**src/rtl/uart_rx_pkg.sv**
```systemverilog
package uart_rx_pkg;
  typedef enum logic [2:0] {ST_IDLE, ST_START, ST_DATA, ST_PAR, ST_STOP} rx_state_e;

  localparam logic [1:0] ADDR_DATA = 2'd0;
  localparam logic [1:0] ADDR_STAT = 2'd1;
  localparam logic [1:0] ADDR_CLR  = 2'd2;
  localparam logic [1:0] ADDR_RUN  = 2'd3;

  localparam int BIT_PERR = 0;
  localparam int BIT_FERR = 1;
  localparam int BIT_OVR  = 2;
  localparam int BIT_FULL = 3;
  localparam int BIT_EN   = 4;

  localparam logic [1:0] PAR_EVEN = 2'd1;
  localparam logic [1:0] PAR_ODD  = 2'd2;
endpackage

```
**src/rtl/uart_rx_shifter.sv**
```systemverilog
module uart_rx_shifter
  import uart_rx_pkg::*;
#(
  parameter int OVS    = 16,
  parameter int DATA_W = 8
) (
  input  logic              clk_i,
  input  logic              rst_ni,
  input  logic              en_i,
  input  logic              rx_i,
  input  logic [1:0]        par_mode_i,
  output logic              done_o,
  output logic [DATA_W-1:0] data_o,
  output logic              par_err_o,
  output logic              frm_err_o
);
  localparam int CNT_W = $clog2(OVS);
  localparam int IDX_W = $clog2(DATA_W + 1);
  localparam logic [CNT_W-1:0] CNT_HALF = CNT_W'(OVS / 2 - 1);
  localparam logic [CNT_W-1:0] CNT_FULL = CNT_W'(OVS - 1);
  localparam logic [IDX_W-1:0] IDX_LAST = IDX_W'(DATA_W - 1);

  logic [1:0]        sync_q;
  logic              rx_s;
  rx_state_e         state_q;
  logic [CNT_W-1:0]  cnt_q;
  logic [IDX_W-1:0]  idx_q;
  logic [DATA_W-1:0] shift_q;
  logic              par_bad_q;
  logic              par_en;

  assign rx_s   = sync_q[1];
  assign par_en = (par_mode_i == PAR_EVEN) || (par_mode_i == PAR_ODD);

  always_ff @(posedge clk_i or negedge rst_ni) begin
    if (!rst_ni) sync_q <= 2'b11;
    else         sync_q <= {sync_q[0], rx_i};
  end

  always_ff @(posedge clk_i or negedge rst_ni) begin
    if (!rst_ni) begin
      state_q   <= ST_IDLE;
      cnt_q     <= '0;
      idx_q     <= '0;
      shift_q   <= '0;
      par_bad_q <= 1'b0;
      done_o    <= 1'b0;
      data_o    <= '0;
      par_err_o <= 1'b0;
      frm_err_o <= 1'b0;
    end else begin
      done_o <= 1'b0;
      if (!en_i) begin
        state_q <= ST_IDLE;
        cnt_q   <= '0;
      end else begin
        case (state_q)
          ST_IDLE: if (!rx_s) begin
            state_q   <= ST_START;
            cnt_q     <= '0;
            par_bad_q <= 1'b0;
          end
          ST_START: if (cnt_q == CNT_HALF) begin
            cnt_q   <= '0;
            idx_q   <= '0;
            state_q <= rx_s ? ST_IDLE : ST_DATA;  // high at mid-point: glitch
          end else cnt_q <= cnt_q + 1'b1;
          ST_DATA: if (cnt_q == CNT_FULL) begin
            cnt_q   <= '0;
            shift_q <= {rx_s, shift_q[DATA_W-1:1]};
            idx_q   <= idx_q + 1'b1;
            if (idx_q == IDX_LAST) state_q <= par_en ? ST_PAR : ST_STOP;
          end else cnt_q <= cnt_q + 1'b1;
          ST_PAR: if (cnt_q == CNT_FULL) begin
            cnt_q     <= '0;
            par_bad_q <= rx_s ^ (^shift_q) ^ (par_mode_i == PAR_ODD);
            state_q   <= ST_STOP;
          end else cnt_q <= cnt_q + 1'b1;
          ST_STOP: if (cnt_q == CNT_FULL) begin
            cnt_q     <= '0;
            done_o    <= 1'b1;
            data_o    <= shift_q;
            par_err_o <= par_bad_q;
            frm_err_o <= !rx_s;
            state_q   <= ST_IDLE;
          end else cnt_q <= cnt_q + 1'b1;
          default: state_q <= ST_IDLE;
        endcase
      end
    end
  end

  a_r7_idle_when_stopped: assert property (@(posedge clk_i) disable iff (!rst_ni)
    !en_i |=> state_q == ST_IDLE);
  a_r8_data_needs_low_mid: assert property (@(posedge clk_i) disable iff (!rst_ni)
    (state_q == ST_START && en_i && rx_s) |=> state_q != ST_DATA);
  a_r1_done_after_stop: assert property (@(posedge clk_i) disable iff (!rst_ni)
    done_o |-> $past(state_q == ST_STOP));
endmodule

```
**src/rtl/uart_rx_flags.sv**
```systemverilog
module uart_rx_flags #(
  parameter int DATA_W = 8
) (
  input  logic              clk_i,
  input  logic              rst_ni,
  input  logic              rx_done_i,
  input  logic [DATA_W-1:0] rx_data_i,
  input  logic              rx_perr_i,
  input  logic              rx_ferr_i,
  input  logic              data_rd_i,
  input  logic              clr_we_i,
  input  logic [2:0]        clr_mask_i,
  input  logic              start_i,
  input  logic              stop_i,
  output logic [DATA_W-1:0] data_o,
  output logic              full_o,
  output logic              perr_o,
  output logic              ferr_o,
  output logic              ovr_o,
  output logic              en_o
);
  logic accept, ovr_set;

  assign accept  = rx_done_i && !full_o;
  assign ovr_set = rx_done_i && full_o;

  always_ff @(posedge clk_i or negedge rst_ni) begin
    if (!rst_ni) begin
      data_o <= '0;
      full_o <= 1'b0;
      perr_o <= 1'b0;
      ferr_o <= 1'b0;
      ovr_o  <= 1'b0;
      en_o   <= 1'b0;
    end else begin
      if (accept) data_o <= rx_data_i;

      if (accept)         full_o <= 1'b1;
      else if (data_rd_i) full_o <= 1'b0;

      // set beats clear
      if (accept && rx_perr_i)            perr_o <= 1'b1;
      else if (clr_we_i && clr_mask_i[0]) perr_o <= 1'b0;

      if (accept && rx_ferr_i)            ferr_o <= 1'b1;
      else if (clr_we_i && clr_mask_i[1]) ferr_o <= 1'b0;

      if (ovr_set)                        ovr_o <= 1'b1;
      else if (clr_we_i && clr_mask_i[2]) ovr_o <= 1'b0;

      if (stop_i)       en_o <= 1'b0;
      else if (start_i) en_o <= 1'b1;
    end
  end

  a_r4_read_clears_full: assert property (@(posedge clk_i) disable iff (!rst_ni)
    (data_rd_i && !rx_done_i) |=> !full_o);
  a_r5_overrun_sets: assert property (@(posedge clk_i) disable iff (!rst_ni)
    (rx_done_i && full_o) |=> ovr_o);
  a_r5_old_byte_kept: assert property (@(posedge clk_i) disable iff (!rst_ni)
    (rx_done_i && full_o) |=> $stable(data_o));
  a_r6_set_beats_clear: assert property (@(posedge clk_i) disable iff (!rst_ni)
    (rx_done_i && !full_o && rx_ferr_i && clr_we_i && clr_mask_i[1]) |=> ferr_o);
  a_r6_zero_keeps: assert property (@(posedge clk_i) disable iff (!rst_ni)
    (ovr_o && !(clr_we_i && clr_mask_i[2])) |=> ovr_o);
  a_r7_stop_wins: assert property (@(posedge clk_i) disable iff (!rst_ni)
    stop_i |=> !en_o);
  a_r7_start_sets: assert property (@(posedge clk_i) disable iff (!rst_ni)
    (start_i && !stop_i) |=> en_o);
endmodule

```
**src/rtl/uart_rx_status.sv**
```systemverilog
module uart_rx_status
  import uart_rx_pkg::*;
#(
  parameter int OVS    = 16,
  parameter int DATA_W = 8
) (
  input  logic              clk_i,
  input  logic              rst_ni,
  input  logic              rx_i,
  input  logic [1:0]        par_mode_i,
  input  logic              bus_sel_i,
  input  logic              bus_we_i,
  input  logic [1:0]        bus_addr_i,
  input  logic [DATA_W-1:0] bus_wdata_i,
  output logic [DATA_W-1:0] bus_rdata_o
);
  logic              rx_done, rx_perr, rx_ferr;
  logic [DATA_W-1:0] rx_byte, data_q;
  logic              full, perr, ferr, ovr, chan_en;
  logic              data_rd, clr_we, run_we;
  logic [DATA_W-1:0] stat;
  logic              unused_wdata;

  assign data_rd      = bus_sel_i && !bus_we_i && (bus_addr_i == ADDR_DATA);
  assign clr_we       = bus_sel_i && bus_we_i && (bus_addr_i == ADDR_CLR);
  assign run_we       = bus_sel_i && bus_we_i && (bus_addr_i == ADDR_RUN);
  assign unused_wdata = ^bus_wdata_i[DATA_W-1:3];

  uart_rx_shifter #(.OVS(OVS), .DATA_W(DATA_W)) u_shift (
    .clk_i, .rst_ni,
    .en_i      (chan_en),
    .rx_i,
    .par_mode_i,
    .done_o    (rx_done),
    .data_o    (rx_byte),
    .par_err_o (rx_perr),
    .frm_err_o (rx_ferr)
  );

  uart_rx_flags #(.DATA_W(DATA_W)) u_flags (
    .clk_i, .rst_ni,
    .rx_done_i  (rx_done),
    .rx_data_i  (rx_byte),
    .rx_perr_i  (rx_perr),
    .rx_ferr_i  (rx_ferr),
    .data_rd_i  (data_rd),
    .clr_we_i   (clr_we),
    .clr_mask_i (bus_wdata_i[2:0]),
    .start_i    (run_we && bus_wdata_i[0]),
    .stop_i     (run_we && bus_wdata_i[1]),
    .data_o     (data_q),
    .full_o     (full),
    .perr_o     (perr),
    .ferr_o     (ferr),
    .ovr_o      (ovr),
    .en_o       (chan_en)
  );

  always_comb begin
    stat           = '0;
    stat[BIT_PERR] = perr;
    stat[BIT_FERR] = ferr;
    stat[BIT_OVR]  = ovr;
    stat[BIT_FULL] = full;
    stat[BIT_EN]   = chan_en;
  end

  always_comb begin
    case (bus_addr_i)
      ADDR_DATA: bus_rdata_o = data_q;
      ADDR_STAT: bus_rdata_o = stat;
      default:   bus_rdata_o = '0;
    endcase
  end

  a_r9_reset_quiet: assert property (@(posedge clk_i) disable iff (!rst_ni)
    $rose(rx_done) |-> chan_en || $past(chan_en));
endmodule

```
**config.mk**
```make
export PLATFORM = sky130hd
export DESIGN_NAME = uart_rx_status
export DESIGN_NICKNAME = d
export VERILOG_FILES = /design/src/rtl/uart_rx_pkg.sv /design/src/rtl/uart_rx_shifter.sv /design/src/rtl/uart_rx_flags.sv /design/src/rtl/uart_rx_status.sv
export SDC_FILE = /design/constraint.sdc
export NUM_CORES = 1
export LEC_CHECK = 0
export BUFFER_PORTS_ARGS = -buffer_cell sky130_fd_sc_hd__buf_2
export CORE_MARGIN = 2
export CORE_UTILIZATION = 30
export DETAILED_ROUTE_END_ITERATION = 12
export GPL_ROUTABILITY_DRIVEN = 0
export SLEW_MARGIN = 0
export SYNTH_ARGS = -nofsm -noshare
export SYNTH_HDL_FRONTEND = slang
export SYNTH_SLANG_ARGS = --single-unit
```
**constraint.sdc**
```tcl
create_clock -name clk_i -period 1.9 [get_ports clk_i]
set_input_delay 0.285 -clock clk_i [delete_from_list [all_inputs] [get_ports clk_i]]
set_output_delay 0.285 -clock clk_i [all_outputs]
set_load 0.01 [all_outputs]
```
Word-level counts from Yosys, hierarchy flattened
Index checks and enable logic that the tools add are counted.
{"block": "op_classes", "n_addsub": 2, "eq_ne": 23, "n_bitwise": 2, "n_mux": 35, "reduce_logical": 35}
{"op": "3-bit two-way mux", "n": 8}
{"op": "4-bit two-way mux", "n": 6}
{"op": "3-bit inequality test, second input constant", "n": 6}
{"op": "8-bit case mux with 2 select lines", "n": 1}
{"op": "1-bit two-way mux", "n": 15}
{"op": "3-bit case mux with 5 select lines", "n": 1}
{"op": "1-bit logical AND", "n": 14}
{"op": "2-bit nonzero test", "n": 7}
{"op": "4-bit case mux with 3 select lines", "n": 1}
{"op": "4-bit by 1-bit adder with 4-bit output, second input constant", "n": 2}
{"op": "4-bit by 3-bit == test with 1-bit output, second input constant", "n": 2}
{"op": "4-bit case mux with 2 select lines", "n": 1}
{"op": "4-bit AND reduction", "n": 2}
{"op": "8-bit XOR reduction", "n": 1}
{"op": "2-bit == test, second input constant", "n": 3}
{"op": "3-bit by 2-bit == test with 1-bit output, second input constant", "n": 2}
{"op": "2-bit by 1-bit inequality test with 1-bit output, second input constant", "n": 3}
{"op": "3-bit AND reduction", "n": 2}
{"op": "6-bit AND reduction", "n": 1}
{"op": "2-bit by 1-bit == test with 1-bit output, second input constant", "n": 2}
{"op": "4-bit == test, second input constant", "n": 1}
{"op": "4-bit inequality test, second input constant", "n": 1}
{"op": "3-bit by 1-bit == test with 1-bit output, second input constant", "n": 1}
{"op": "3-bit == test, second input constant", "n": 1}
{"op": "other kinds (10)", "n": 13}
{"block": "totals", "reg_bits": 46, "out_inout_bits": 8}

Depth between registers and ports, before layout
{"block": "logic_depth", "depth_word": 7, "ltp_mapped": 7, "mapped_depth_nobuf": 7}

By module
Synthesis repeated with hierarchy kept, for this count alone.
{"block": "unflattened", "hier_cells": 195, "area_unflattened_um2": 2421.1}
{"mod": "uart_rx_shifter", "cells_per_inst": 141, "area_each_um2": 1747.9, "instances": 1}
{"mod": "uart_rx_flags", "cells_per_inst": 33, "area_each_um2": 523.0, "instances": 1}
{"mod": "uart_rx_status", "cells_per_inst": 21, "area_each_um2": 150.1, "instances": 1}

Worst setup path before layout
No wires, ideal clock.
{"block": "synth_path", "path_type": "register -> register", "from": "register u_shift.cnt_q[0]", "to": "register u_shift.data_o[2]", "arrival_time_ns": 1.443, "period_less_slack_ns": 1.571, "setup_ns": 0.128, "path_slack_ns": 0.329, "n_path_buf": 1, "path_stages_with_launch": 6, "path_cell_list": "dfrtp_1 -> ha_1 -> and3_1 -> nand4_1 -> buf_2 -> mux2_1"}
{"block": "synth_via", "elab_chain_cells": 2}
{"item": "start: declaration", "line_no": "uart_rx_shifter.sv:26", "rtl": "logic [CNT_W-1:0] cnt_q;"}
{"item": "start signal: assignment", "line_no": "uart_rx_shifter.sv:67", "rtl": "end else cnt_q <= cnt_q + 1'b1;"}
{"item": "start signal: assignment", "line_no": "uart_rx_shifter.sv:73", "rtl": "end else cnt_q <= cnt_q + 1'b1;"}
{"item": "start signal: assignment", "line_no": "uart_rx_shifter.sv:78", "rtl": "end else cnt_q <= cnt_q + 1'b1;"}
{"item": "4-bit == test", "line_no": "uart_rx_shifter.sv:79", "rtl": "ST_STOP: if (cnt_q == CNT_FULL) begin"}
{"item": "3-bit AND reduction (no line)"}
{"item": "end signal: assignment", "line_no": "uart_rx_shifter.sv:82", "rtl": "data_o <= shift_q;"}
{"item": "end: declaration", "line_no": "uart_rx_shifter.sv:13", "rtl": "output logic [DATA_W-1:0] data_o,"}
No other way between the ends.
A chain may end at the register's enable or synchronous reset.

Worst setup path after layout
{"block": "layout_path", "from": "register u_shift.state_q[0]", "to": "register u_shift.idx_q[2]"}
{"block": "layout_via", "elab_chain_cells": 3, "elab_cells_between_ends": 7, "classes_between": "eq/ne (4); mux (1); reduce/logical (2)"}
{"item": "start: declaration", "line_no": "uart_rx_shifter.sv:25", "rtl": "rx_state_e state_q;"}
{"item": "start signal: assignment", "line_no": "uart_rx_shifter.sv:66", "rtl": "state_q <= rx_s ? ST_IDLE : ST_DATA;"}
{"item": "start signal: assignment", "line_no": "uart_rx_shifter.sv:72", "rtl": "if (idx_q == IDX_LAST) state_q <= par_en ? ST_PAR : ST_STOP;"}
{"item": "3-bit by 2-bit == test with 1-bit output / 3-bit by 1-bit == test with 1-bit output (equally long branches)", "line_no": "uart_rx_shifter.sv:57", "rtl": "case (state_q)"}
{"item": "2-bit by 1-bit inequality test with 1-bit output (no line) / 2-bit nonzero test (equally long branches)"}
{"item": "4-bit AND reduction (no line)"}
{"item": "end signal: assignment", "line_no": "uart_rx_shifter.sv:71", "rtl": "idx_q <= idx_q + 1'b1;"}
{"item": "end: declaration", "line_no": "uart_rx_shifter.sv:27", "rtl": "logic [IDX_W-1:0] idx_q;"}
Several ways; a longest one is shown, not always the timed one.

==> results.md <==
* Share of cells above drive strength 1 at 0.225
* H-tree Lvls at 2
* Worst vdd ir at 356 uV
* WHS Path Cells at 1
* Yosys warning count at 0
* Top_reg_cell synth: dfrtp_1
* CTS tree: done
* Post-synth ARST share at 1.00
* Seq/Total Area, Yosys at 0.512
* Seq cells post-synth at 46
* Mux cell area share after synthesis at 0.151
* Multi-input gate area at 0.00102 sq mm
* Die Wd at 90.6 um
* GRT overflow at 0
* IO buf count at 19
* Max Slew Vio Count at 0
* Post-Syn Area at 0.00225 sq mm
* Core area at 0.00725 sq mm
* N_diodes at 0
* Clk sinks at 46
* Synth unique cells at 44
* WS Path Type: flip-flop to flip-flop
* First-pass GRT wire length at 7490 um
* Register area at 0.00115 sq mm
* Total leakage power at 0.00126 uW
* Critical register-to-register path startpoint: u_shift.state_q[0]
* Worst-path maximum fanout at 11
* CP endpoint kind: flip-flop
* Die area at 0.00822 sq mm
* Worst Path Arrival at 1.89 ns
* RSZ-0062 raised after global routing: no
* Layout Area Growth over Synthesis at 16.0%
* Final worst-path cycle share at 0.893
* Total GRT Usage at 0.113
* Final critical-path required period at 1.70 ns
* Maxcap violations at 0
* Post-layout util at 0.360
* I/O Pins at 25
* Hold path start: rx_i
* Die Height at 90.6 um
* Vias in the first global route at 1597
* Post-Syn Area per Cell at 11.0 sq um
* Worst reg2reg endpoint: u_shift.idx_q[2]
* Fmax at 589 MHz
* Initial antenna violation count at 0
* Synth Area in Compound Gates at 0.103
* Routed Antenna Nets at 0
* Via count at 1542
* Vias/cell at 4.67
* Fill cells at 729
* Flop2flop setup slack at 0.20 ns
* Cts bufs inserted at 5
* Most common cell after layout, fill and taps aside: dfrtp_1
* Simple-gate area share of the yosys netlist at 0.144
* DR WL/cell at 12.5 um
* DRC Markers at 0
* Dpl hpwl at 2940 um
* Skew-Pair Late Insertion Delay at 0.30 ns
* Adder-cell share of the synthesized area at 0.0167
* CTS max path bufs at 2
* Synth Area in XOR/XNOR at 0.0389
* Measured slew at the worst slew-check pin at 0.545 ns
* Drt first pass iters at 4
* Data required time of the worst path at 2.09 ns
* Clk pin slew, worst setup/hold paths at 0.08 ns
* Hold Crit Endpoint: u_shift.sync_q[0]
* # nets final at 250
* WL final at 4120 um
* Setup violations, final at 0
* Most frequent cells in the layout: dfrtp_1 (43), buf_2 (19), nor2_1 (18), nand2_1 (14), mux2_1 (12)
* Pin count of the biggest net entering global routing at 24
* Clk root buf: clkbuf_8
* PD cells at 765 mW/mm^2
* R2r worst-path depth at 5
* Rel. slew slack at 0.637
* Main combinational cell family by area after synthesis: multiplexers
* Status: finished, final reports clean
* Synth Instances at 205
* Crit start category: flip-flop
* Initial Util at 0.311
* Number of flops mapped to enable cells by yosys at 0
* First DRT Iteration DRCs at 51
* Syn_nets at 225
* Row Count at 31
* TNS Setup at 0 ns
* Hold crit path type: input pin to flip-flop
* Final Hold Viols at 0
* Setup Skew at 0.00359 ns
* Power Total at 2000 uW
layer usage:
layer / up-vias / global-route usage / share of wire
met5: - / 0 / 0
met4: 0 / 0.0628 / 0.025
met3: 8 / 0.0267 / 0.040
met2: 33 / 0.167 / 0.43
met1: 727 / 0.153 / 0.50
li1: 774 / - / -
flip-flops by register name (all words and copies together) (netlist names), 2 cells and up:
register / flops
u_shift.cnt_q: 4
u_shift.sync_q: 2
u_shift.data_o: 8
u_flags.data_o: 8
u_shift.shift_q: 8
u_shift.idx_q: 4
u_shift.state_q: 3
kinds of logic after synthesis:
kind of cell / after synthesis
simple gates: 64
flops: 46
compound gates: 35
mux: 31
buf+inv: 16
xor+xnor: 10
fa+ha+maj: 3
worst max-delay path: stages, from the launching register on:
cell     delay, ns
dfrtp_1       0.56
nor2b_1       0.29
mux2i_1       0.15
nor3_4        0.24
o21ai_1       0.11
a22o_1        0.24
final cells by class:
| type | instances | share of cell area |
|---|---|---|
| flip-flops and latches | 46 | 0.442 |
| well taps | 99 | 0.0474 |
| multi-input cells | 143 | 0.392 |
| clock inverters | 2 | 0.0144 |
| clock buffers | 6 | 0.0278 |
| inverters | 6 | 0.00862 |
| repair buffers | 28 | 0.0680 |
stage by stage:
stage / instances / area, sq um / hold slack, ns / setup slack, ns
finish: 330 / 2610 / 0.0733 / 0.203
global route: 330 / 2610 / 0.0614 / 0.0555
CTS: 330 / 2610 / 0.0605 / 0.129
detailed placement: 321 / 2490 / 0.301 / 0.144
global placement: 321 / 2490 / 0.296 / 0.168
floorplan: 205 / 2250 / -0.0106 / 0.329
Yosys cell counts, drive strengths merged, types with 2 or more instances:
master,n,area [sq um]
or3,2,12.5
nor3,2,21.3
ha,3,37.5
nand3b,2,15.0
nand2,15,56.3
inv,6,22.5
nand2b,2,12.5
dfstp,2,52.6
mux2,23,259
o211ai,2,15.0
o21ai,13,68.8
and2,3,18.8
mux2i,8,80.1
nor2,19,73.8
nor2b,4,25.0
a22o,4,35.0
a21oi,5,25.0
buf,9,51.3
dfrtp,44,1100
nand4,2,12.5
xnor2,10,87.6
a311oi,2,17.5
nand3,8,40.0
where the power goes:
part / switching, uW / total (uW) / leakage (uW) / internal [uW]
sequential: 31.5 / 1030 / 0.000631 / 998
combinational: 145 / 243 / 0.000575 / 98.6
clock: 333 / 726 / 0.0000514 / 392
worst max path at each step:
stage / startpoint / endpoint / slack, ns / cells after the start
floorplan: u_shift.cnt_q[0] / u_shift.data_o[2] / 0.33 / 5
global placement: u_shift.cnt_q[1] / u_shift.shift_q[6] / 0.17 / 5
detailed placement: u_shift.cnt_q[1] / u_shift.shift_q[3] / 0.14 / 5
CTS: u_shift.cnt_q[1] / u_shift.shift_q[3] / 0.13 / 5
global route: u_shift.state_q[0] / u_shift.idx_q[2] / 0.06 / 5
finish: u_shift.state_q[0] / u_shift.idx_q[2] / 0.20 / 5
repair_timing:
action	CTS	global route
endpoints found under the setup margin	0	6
resized for setup	0	2
hold buffers	1	0
hold endpoints to repair	21	0
setup buffers	0	0
Note: power is estimated with default switching activity, not from simulation.
